### config.mk
export PLATFORM = sky130hd
export DESIGN_NAME = msgu_top
export DESIGN_NICKNAME = d
export VERILOG_FILES = /design/src/rtl/msgu_pkg.sv /design/src/rtl/msgu_slots.sv /design/src/rtl/msgu_side.sv /design/src/rtl/msgu_top.sv
export SDC_FILE = /design/constraint.sdc
export NUM_CORES = 1
export LEC_CHECK = 0
export BUFFER_PORTS_ARGS = -buffer_cell sky130_fd_sc_hd__buf_2
export CAP_MARGIN = 5
export CORE_ASPECT_RATIO = 0.5
export CORE_UTILIZATION = 50
export CTS_CLUSTER_DIAMETER = 60
export DETAILED_ROUTE_END_ITERATION = 16
export PLACE_DENSITY = 0.78
export SETUP_SLACK_MARGIN = 0.1
export SKIP_CTS_REPAIR_TIMING = 1
export SYNTH_ARGS = -nofsm -noshare
export SYNTH_HDL_FRONTEND = slang
export SYNTH_SLANG_ARGS = --single-unit
### constraint.sdc
create_clock -name clk -period 7 [get_ports clk]
set_input_delay 2.1 -clock clk [delete_from_list [all_inputs] [get_ports clk]]
set_output_delay 2.1 -clock clk [all_outputs]
set_load 0.02 [all_outputs]
### src/rtl/msgu_pkg.sv
package msgu_pkg;

  localparam int WORD_W   = 32;
  localparam int GEN_N    = 4;
  localparam int FLAG_W   = 3;
  localparam int SLOT_MAX = 4;

  localparam int GIE_LSB  = 28;
  localparam int RIE_LSB  = 24;
  localparam int TIE_LSB  = 20;
  localparam int GIR_LSB  = 16;

  localparam logic [WORD_W-1:0] CTRL_KEEP = 32'hFFFF_0007;

  function automatic int free_pos(int n);
    return 23 - n;
  endfunction

  function automatic int wait_pos(int n);
    return 27 - n;
  endfunction

  function automatic logic [WORD_W-1:0] pack_status(
    logic [SLOT_MAX-1:0] free_v,
    logic [SLOT_MAX-1:0] wait_v,
    logic [GEN_N-1:0]    gen_in,
    logic [FLAG_W-1:0]   flags_in
  );
    logic [WORD_W-1:0] s;
    s = '0;
    for (int n = 0; n < SLOT_MAX; n++) begin
      s[free_pos(n)] = free_v[n];
      s[wait_pos(n)] = wait_v[n];
    end
    s[GIR_LSB +: GEN_N] = gen_in;
    s[FLAG_W-1:0]       = flags_in;
    return s;
  endfunction

  function automatic logic irq_eval(
    logic [SLOT_MAX-1:0] wait_v,
    logic [SLOT_MAX-1:0] rx_en,
    logic [SLOT_MAX-1:0] free_v,
    logic [SLOT_MAX-1:0] tx_en,
    logic [GEN_N-1:0]    gen_in,
    logic [GEN_N-1:0]    gen_en
  );
    return (|(wait_v & rx_en)) | (|(free_v & tx_en)) | (|(gen_in & gen_en));
  endfunction

endpackage

### src/rtl/msgu_slots.sv
module msgu_slots
  import msgu_pkg::*;
#(
  parameter int NCH = 4
) (
  input  logic                         clk,
  input  logic                         rst_n,
  input  logic [NCH-1:0]               push,
  input  logic [WORD_W-1:0]            push_word,
  input  logic [NCH-1:0]               pop,
  output logic [NCH-1:0]               full,
  output logic [NCH-1:0][WORD_W-1:0]   held
);

  for (genvar n = 0; n < NCH; n++) begin : g_slot
    always_ff @(posedge clk) begin
      if (!rst_n) begin
        full[n] <= 1'b0;
        held[n] <= '0;
      end else if (push[n]) begin
        full[n] <= 1'b1;
        held[n] <= push_word;
      end else if (pop[n]) begin
        full[n] <= 1'b0;
      end
    end
  end

endmodule

### src/rtl/msgu_side.sv
module msgu_side
  import msgu_pkg::*;
#(
  parameter int NCH = 4,
  parameter int AW  = 4
) (
  input  logic                        clk,
  input  logic                        rst_n,
  input  logic                        bus_wr,
  input  logic                        bus_rd,
  input  logic [AW-1:0]               bus_addr,
  input  logic [WORD_W-1:0]           bus_wdata,
  output logic [WORD_W-1:0]           bus_rdata,
  output logic                        irq,
  input  logic [NCH-1:0]              tx_free,
  input  logic [NCH-1:0]              rx_wait,
  input  logic [NCH-1:0][WORD_W-1:0]  rx_word,
  input  logic [GEN_N-1:0]            peer_gen,
  input  logic [FLAG_W-1:0]           peer_flags,
  output logic [NCH-1:0]              tx_push,
  output logic [NCH-1:0]              rx_pop,
  output logic [GEN_N-1:0]            own_gen,
  output logic [FLAG_W-1:0]           own_flags
);

  localparam int STAT_IDX = 2 * NCH;
  localparam int CTRL_IDX = 2 * NCH + 1;

  logic [WORD_W-1:0]   ctrl_q;
  logic                ctrl_wr;
  logic [SLOT_MAX-1:0] free4, wait4;
  logic [WORD_W-1:0]   status_w;

  for (genvar n = 0; n < NCH; n++) begin : g_dec
    assign tx_push[n] = bus_wr && (bus_addr == AW'(n)) && tx_free[n];
    assign rx_pop[n]  = bus_rd && (bus_addr == AW'(NCH + n)) && rx_wait[n];
  end

  for (genvar n = 0; n < SLOT_MAX; n++) begin : g_pad
    if (n < NCH) begin : g_live
      assign free4[n] = tx_free[n];
      assign wait4[n] = rx_wait[n];
    end else begin : g_tie
      assign free4[n] = 1'b0;
      assign wait4[n] = 1'b0;
    end
  end

  assign ctrl_wr = bus_wr && (bus_addr == AW'(CTRL_IDX));

  always_ff @(posedge clk) begin
    if (!rst_n) ctrl_q <= '0;
    else if (ctrl_wr) ctrl_q <= bus_wdata & CTRL_KEEP;
  end

  assign own_gen   = ctrl_q[GIR_LSB +: GEN_N];
  assign own_flags = ctrl_q[FLAG_W-1:0];

  assign status_w = pack_status(free4, wait4, peer_gen, peer_flags);

  always_comb begin
    bus_rdata = '0;
    for (int n = 0; n < NCH; n++) begin
      if (bus_addr == AW'(NCH + n)) bus_rdata = rx_word[n];
    end
    if (bus_addr == AW'(STAT_IDX)) bus_rdata = status_w;
    if (bus_addr == AW'(CTRL_IDX)) bus_rdata = ctrl_q;
  end

  assign irq = irq_eval(wait4, ctrl_q[RIE_LSB +: SLOT_MAX], free4,
                        ctrl_q[TIE_LSB +: SLOT_MAX], peer_gen,
                        ctrl_q[GIE_LSB +: GEN_N]);

endmodule

### src/rtl/msgu_top.sv
module msgu_top
  import msgu_pkg::*;
#(
  parameter  int NCH = 4,
  localparam int AW  = $clog2(2 * NCH + 2)
) (
  input  logic              clk,
  input  logic              rst_n,
  input  logic              a_wr,
  input  logic              a_rd,
  input  logic [AW-1:0]     a_addr,
  input  logic [WORD_W-1:0] a_wdata,
  output logic [WORD_W-1:0] a_rdata,
  output logic              a_irq,
  input  logic              b_wr,
  input  logic              b_rd,
  input  logic [AW-1:0]     b_addr,
  input  logic [WORD_W-1:0] b_wdata,
  output logic [WORD_W-1:0] b_rdata,
  output logic              b_irq
);

  logic [NCH-1:0]             ab_full, ba_full;
  logic [NCH-1:0][WORD_W-1:0] ab_data, ba_data;
  logic [NCH-1:0]             a_push, a_pop, b_push, b_pop;
  logic [GEN_N-1:0]           a_gen, b_gen;
  logic [FLAG_W-1:0]          a_flags, b_flags;

  msgu_slots #(.NCH(NCH)) u_ab (
    .clk(clk), .rst_n(rst_n), .push(a_push), .push_word(a_wdata),
    .pop(b_pop), .full(ab_full), .held(ab_data)
  );

  msgu_slots #(.NCH(NCH)) u_ba (
    .clk(clk), .rst_n(rst_n), .push(b_push), .push_word(b_wdata),
    .pop(a_pop), .full(ba_full), .held(ba_data)
  );

  msgu_side #(.NCH(NCH), .AW(AW)) u_side_a (
    .clk(clk), .rst_n(rst_n), .bus_wr(a_wr), .bus_rd(a_rd),
    .bus_addr(a_addr), .bus_wdata(a_wdata), .bus_rdata(a_rdata), .irq(a_irq),
    .tx_free(~ab_full), .rx_wait(ba_full), .rx_word(ba_data),
    .peer_gen(b_gen), .peer_flags(b_flags),
    .tx_push(a_push), .rx_pop(a_pop), .own_gen(a_gen), .own_flags(a_flags)
  );

  msgu_side #(.NCH(NCH), .AW(AW)) u_side_b (
    .clk(clk), .rst_n(rst_n), .bus_wr(b_wr), .bus_rd(b_rd),
    .bus_addr(b_addr), .bus_wdata(b_wdata), .bus_rdata(b_rdata), .irq(b_irq),
    .tx_free(~ba_full), .rx_wait(ab_full), .rx_word(ab_data),
    .peer_gen(a_gen), .peer_flags(a_flags),
    .tx_push(b_push), .rx_pop(b_pop), .own_gen(b_gen), .own_flags(b_flags)
  );

endmodule

==> flow_metrics.tcl, run 1 <==
set metrics [dict create \
    status "complete, no violations" \
    p_leak_uw 0.00561 \
    yosys.area_share.simple_pct 23.3 \
    antenna_found_initial 1 \
    relSlewSlack_pct 20.6 \
    io_buffers 143 \
    rsz0062_at_grt "false" \
    yosysMostFrequentCell "nand2_1" \
    cp_cell_sequence "buf_2 -> and4b_1 -> a21o_1 -> a21oi_1 -> o21ai_1 -> buf_2" \
    critical-path-top-delay-family "buffers and inverters" \
    fin_ws_ps 746 \
    crit_path_frequent_cell "buf_2" \
    vdd_drop_max_uv 165 \
    yosysWarnings 0 \
    slowest_delay_ps 750 \
    yosysTopAreaCellShare_pct 42.3 \
    die_y_um 122 \
    yosysTopAreaCell "dfxtp_1" \
    endpoint_kind "output port" \
    drt_wl_total_um 41800 \
    std_cell_rows 43 \
    ioPinCount 144 \
    synth_top_family_by_area "compound AO/OA/AOI/OAI gates" \
    cp.arrival_ps 4150 \
    synthMuxAreaShare_pct 3.15 \
    htree_levels 1 \
    vias 13100 \
    critPathRequiredTime_ps 4900 \
    grt_pass1_wl_um 64800 \
    synth_edf_count 0 \
    finalCriticalPeriod_ps 6250 \
    ys_types 46 \
    max_cap_viol_count 0 \
    ys_ff_latch 302 \
    drive_above_1_share_pct 13.7 \
    hold_path_class "flop to flop" \
    finalHoldViolCount 0 \
    place_hpwl_um 26200 \
    ant_nets 0 \
    synthXorXnorAreaFrac_pct 0 \
    crit_type "input pin to output port" \
    dr.pass1.iters 5 \
    ys_seq_area_share_pct 42.3 \
    max_freq_mhz 160 \
    grt_use_total_pct 27.9 \
    cts_buffer_depth 3 \
    drtIter0Drc 1534 \
    numCtsBuffers 27 \
    cts-root-buf "clkbuf_16" \
    gp_congestion 0.910 \
    netlist_instances 1840 \
    drc_errors 0 \
    finalSetupViolations 0 \
    synth_fa_ha_area_share_pct 0 \
    synthToLayoutAreaGrowth_pct 12.8 \
    nets 1968 \
    initial_core_util_pct 51.2 \
    design.die.area_um2 29300 \
    cts_sinks 302 \
    r2r_slack_ps 4990 \
    syn-cell-area_um2 14300 \
    synth-compound-area-share_pct 25.6 \
    overflow 0 \
    synth_common_cells "nand2_1 (626), dfxtp_1 (302), a21boi_0 (216), a21oi_1 (109), clkbuf_1 (99)" \
    slew_viol_final 0 \
    vias_per_cell 5.73 \
    finClkSkew_ps 10.1 \
    start_kind "input pin" \
    worst_pin_slew_ps 1190 \
    setup_tns_ps 0 \
    synth_area_leaders "dfxtp_1 (42%), nand2_1 (16%), a21boi_0 (11%)" \
    crit_path_max_fanout 36 \
    syn_nets 1918 \
    cp_num_buf_inv 2 \
    slowest_stage "and4b_1" \
    post-place-ws_ps 807 \
    synth_flop_cell "dfxtp_1" \
    async_flop_share_pct 0 \
    cts_tree "built" \
    placeableCoreArea_um2 27900 \
    clk_latency_ps 540 \
    grt_max_degree 303 \
    grt_pass1_vias 12000 \
    p_per_area_nw_per_um2 228 \
    wl_per_cell_um 18.2 \
    cts.clk_slew.worst_paths_ps 70 \
    syn_avg_cell_area_um2 7.77 \
    fin_crit_sh_pct 89.3 \
    die_x_um 241 \
]
==> per-layer routing <==
| layer | up-vias | share of wire [%] | GRT usage, % |
|---|---|---|---|
| met5 | - | 0 | 0 |
| met4 | 0 | 3.2 | 10.1 |
| met3 | 104 | 7.2 | 4.58 |
| met2 | 544 | 47 | 45.1 |
| met1 | 6235 | 43 | 37.9 |
| li1 | 6239 | - | - |
==> final cells by class <==
class | count | area [um^2]
repair buffers | 175 | 975
well taps | 382 | 478
clock buffers | 36 | 779
multi-input cells | 1346 | 7530
inverters | 38 | 143
diodes | 1 | 2.50
flip-flops and latches | 302 | 6050
clock inverters | 12 | 178
fillers | 2483 | 11800
==> through the flow <==
stage          instances  cell area [um^2]  hold WS, ps  total power [uW]  util [%]
2_1_floorplan       1840             14300          430              1970         -
3_3_place_gp        2243             15200          437              2090      54.3
3_5_place_dp        2243             15200          441              2090      54.3
4_1_cts             2291             16100          450              3680      57.8
5_1_grt             2292             16100          466              3790      57.8
6_report            2292             16100          449              3670      57.8
==> cells by family after synthesis <==
kind of cell           after synthesis
flip-flops                         302
AO/OA/AOI/OAI                      544
multiplexers                        20
AND/OR/NAND/NOR                    782
buffers and inverters              192
==> report_power, final <==
group          internal (uW)  switching (uW)
clock network            931             681
logic                    108             196
registers               1740            15.4
total                   2780             893
==> state kept, by name (all words and copies together) (netlist names) <==
register / flops
u_side_b.ctrl_q: 19
u_ab.held: 128
u_ba.held: 128
u_ba.full: 4
u_side_a.ctrl_q: 19
u_ab.full: 4
==> path summary, 6_finish.rpt <==
check	depth (start not counted)	endpoint	startpoint
max	6	a_rdata[21]	a_addr[1]
min	2	u_ba.held[107]	u_ba.held[107]
max reg2reg	3	u_ab.held[2]	u_ab.full[0]
min reg2reg	2	u_ba.held[107]	u_ba.held[107]
==> layout by cell type, fill, tap and decap left out, drive strengths merged, types with 5 or more instances in the layout <==
cell type / count
mux4: 20
nor3: 32
nand2: 626
a221oi: 6
o21ai: 72
or3: 5
a21o: 14
o221ai: 12
o21a: 15
clkinv: 5
buf: 175
and2: 15
nor2b: 20
a21oi: 109
nand2b: 32
dfxtp: 302
nand3: 22
inv: 37
clkbuf: 36
nor2: 13
a21boi: 300
==> worst min-delay path, stage by stage, from the launching register on <==
cell      delay, ps
dfxtp_1         310
nand2_1          50
a21boi_1         50
No activity file was read; power rests on OpenSTA's default activity.
==> run 2, diff against run 1 <==
Settings changed: CORE_ASPECT_RATIO 0.5 to default, HOLD_SLACK_MARGIN from default to 0.03.
==> run 2 against run 1 <==
  * Worst hold slack improved by 3.1 ps
  * Clock power increased by 14%
  * Design area increased by 1.3%
  * Fmax decreased by 0.74%
  * Sequential power about the same
  * Utilization increased by 0.76 points
  * Clock-buffer cell count increased by 15
  * Sequential share of layout area decreased by 0.50 points
  * Highest routed layer unchanged
==> flow_metrics.tcl, run 2 (synthesis results as in run 1) <==
set metrics [dict create \
    status "complete, no violations" \
    htree_levels 2 \
    antenna_found_initial 2 \
    cts_sinks 302 \
    p_leak_uw 0.00574 \
    cts-root-buf "clkbuf_16" \
    vias 12900 \
    grt_use_total_pct 29.0 \
    slowest_delay_ps 540 \
    dpl_cell_area_um2 15200 \
    start_kind "input pin" \
    drt_wl_total_um 41900 \
    nets 1977 \
    cts.clk_slew.worst_paths_ps 60 \
    ant_nets 0 \
    relSlewSlack_pct 41.3 \
    endpoint_kind "output port" \
    rsz0062_at_grt "false" \
    grt_pass1_wl_um 67100 \
    cts_tree "built" \
    dr.pass1.iters 6 \
    slew_viol_final 0 \
    totalPowerFinal_uw 3890 \
    die_y_um 171 \
    grt_pass1_vias 12600 \
    finalHoldViolCount 0 \
    std_cell_rows 61 \
    max_cap_viol_count 0 \
    timing.hold.ws_ps 452 \
    slowest_stage "nand4b_1" \
    synthToLayoutAreaGrowth_pct 14.4 \
    drc_errors 0 \
    p_per_area_nw_per_um2 238 \
    ioPinCount 144 \
    placeableCoreArea_um2 27900 \
    place_hpwl_um 26600 \
    drive_above_1_share_pct 14.1 \
    cp.arrival_ps 4200 \
    finalSetupViolations 0 \
    crit_path_max_fanout 31 \
    overflow 0 \
    finalCriticalPeriod_ps 6300 \
    fin_crit_sh_pct 90.0 \
    critPathRequiredTime_ps 4900 \
    wl_per_cell_um 18.2 \
    final_common_cell "nand2_1" \
    max_freq_mhz 159 \
    design_area_um2 16300 \
    crit_type "input pin to output port" \
    hold_path_class "flop to flop" \
    io_buffers 143 \
    cp_cell_sequence "buf_2 -> nand4b_1 -> o21ai_0 -> a21oi_1 -> o21ai_0 -> buf_2" \
    final_cell_mix "nand2_1 (626), dfxtp_1 (302), a21boi_0 (216)" \
    finClkSkew_ps 12.1 \
    vias_per_cell 5.60 \
    design.die.area_um2 29300 \
    initial_core_util_pct 51.2 \
    setup_tns_ps 0 \
    reg_top3 "u_ab.held: 128 flops, u_ba.held: 128 flops" \
    gp_congestion 0.922 \
    worst_pin_slew_ps 880 \
    r2r_slack_ps 5130 \
    grt_max_degree 166 \
    clk_latency_ps 510 \
    drtIter0Drc 1242 \
    cts_buffer_depth 3 \
    die_x_um 171 \
    vdd_drop_max_uv 120 \
    numCtsBuffers 34 \
]
==> run 2: cell types whose count changed in the layout (fill, tap and decap cells not counted), sizes merged <==
cell,before,now
clkinv,5,7
diode,1,2
inv,37,38
bufinv,4,1
clkinvlp,4,1
buf,175,177
clkbuf,36,51
==> run 2: routing by layer <==
| layer | part of all wire (%) | GRT usage [%] |
|---|---|---|
| met5 | 0 | 0 |
| met4 | 3.2 | 12.3 |
| met3 | 7.3 | 4.63 |
| met2 | 47 | 48.3 |
| met1 | 42 | 37.0 |
==> run 2: path summary, 6_finish.rpt <==
check          startpoint             end  cells after the start
max             b_addr[1]     b_rdata[20]                      6
min          u_ba.held[5]    u_ba.held[5]                      2
max reg2reg  u_ab.full[3]  u_ab.held[115]                      4
min reg2reg  u_ba.held[5]    u_ba.held[5]                      2
==> run 2: metrics by stage <==
stage | cells | setup WS (ps) | utilization (%)
after floorplan | 1840 | 1170 | -
after global placement | 2241 | 804 | 54.3
after detailed placement | 2241 | 754 | 54.3
after CTS | 2301 | 736 | 58.5
after global routing | 2301 | 468 | 58.5
final | 2303 | 700 | 58.5
==> run 2: final cells by class <==
| cell class | instances | area (um^2) |
|---|---|---|
| tap | 378 | 473 |
| fill | 2541 | 11600 |
| antenna | 2 | 5.00 |
| clock inverter | 9 | 76.3 |
| sequential | 302 | 6050 |
| timing repair buffer | 177 | 990 |
| clock buffer | 51 | 1090 |
| multi-input combinational | 1346 | 7530 |
| inverter | 38 | 143 |
==> run 2: where the power goes <==
group / internal, uW / switching [uW]
Combinational: 107 / 195
Sequential: 1740 / 15.0
Clock: 1110 / 722
==> run 2: critical path, delay by kind of cell <==
family | cells | cell delay [ps]
AOI/OAI and AO/OA | 3 | 840
buffers and inverters | 2 | 720
and+or+nand+nor | 1 | 540
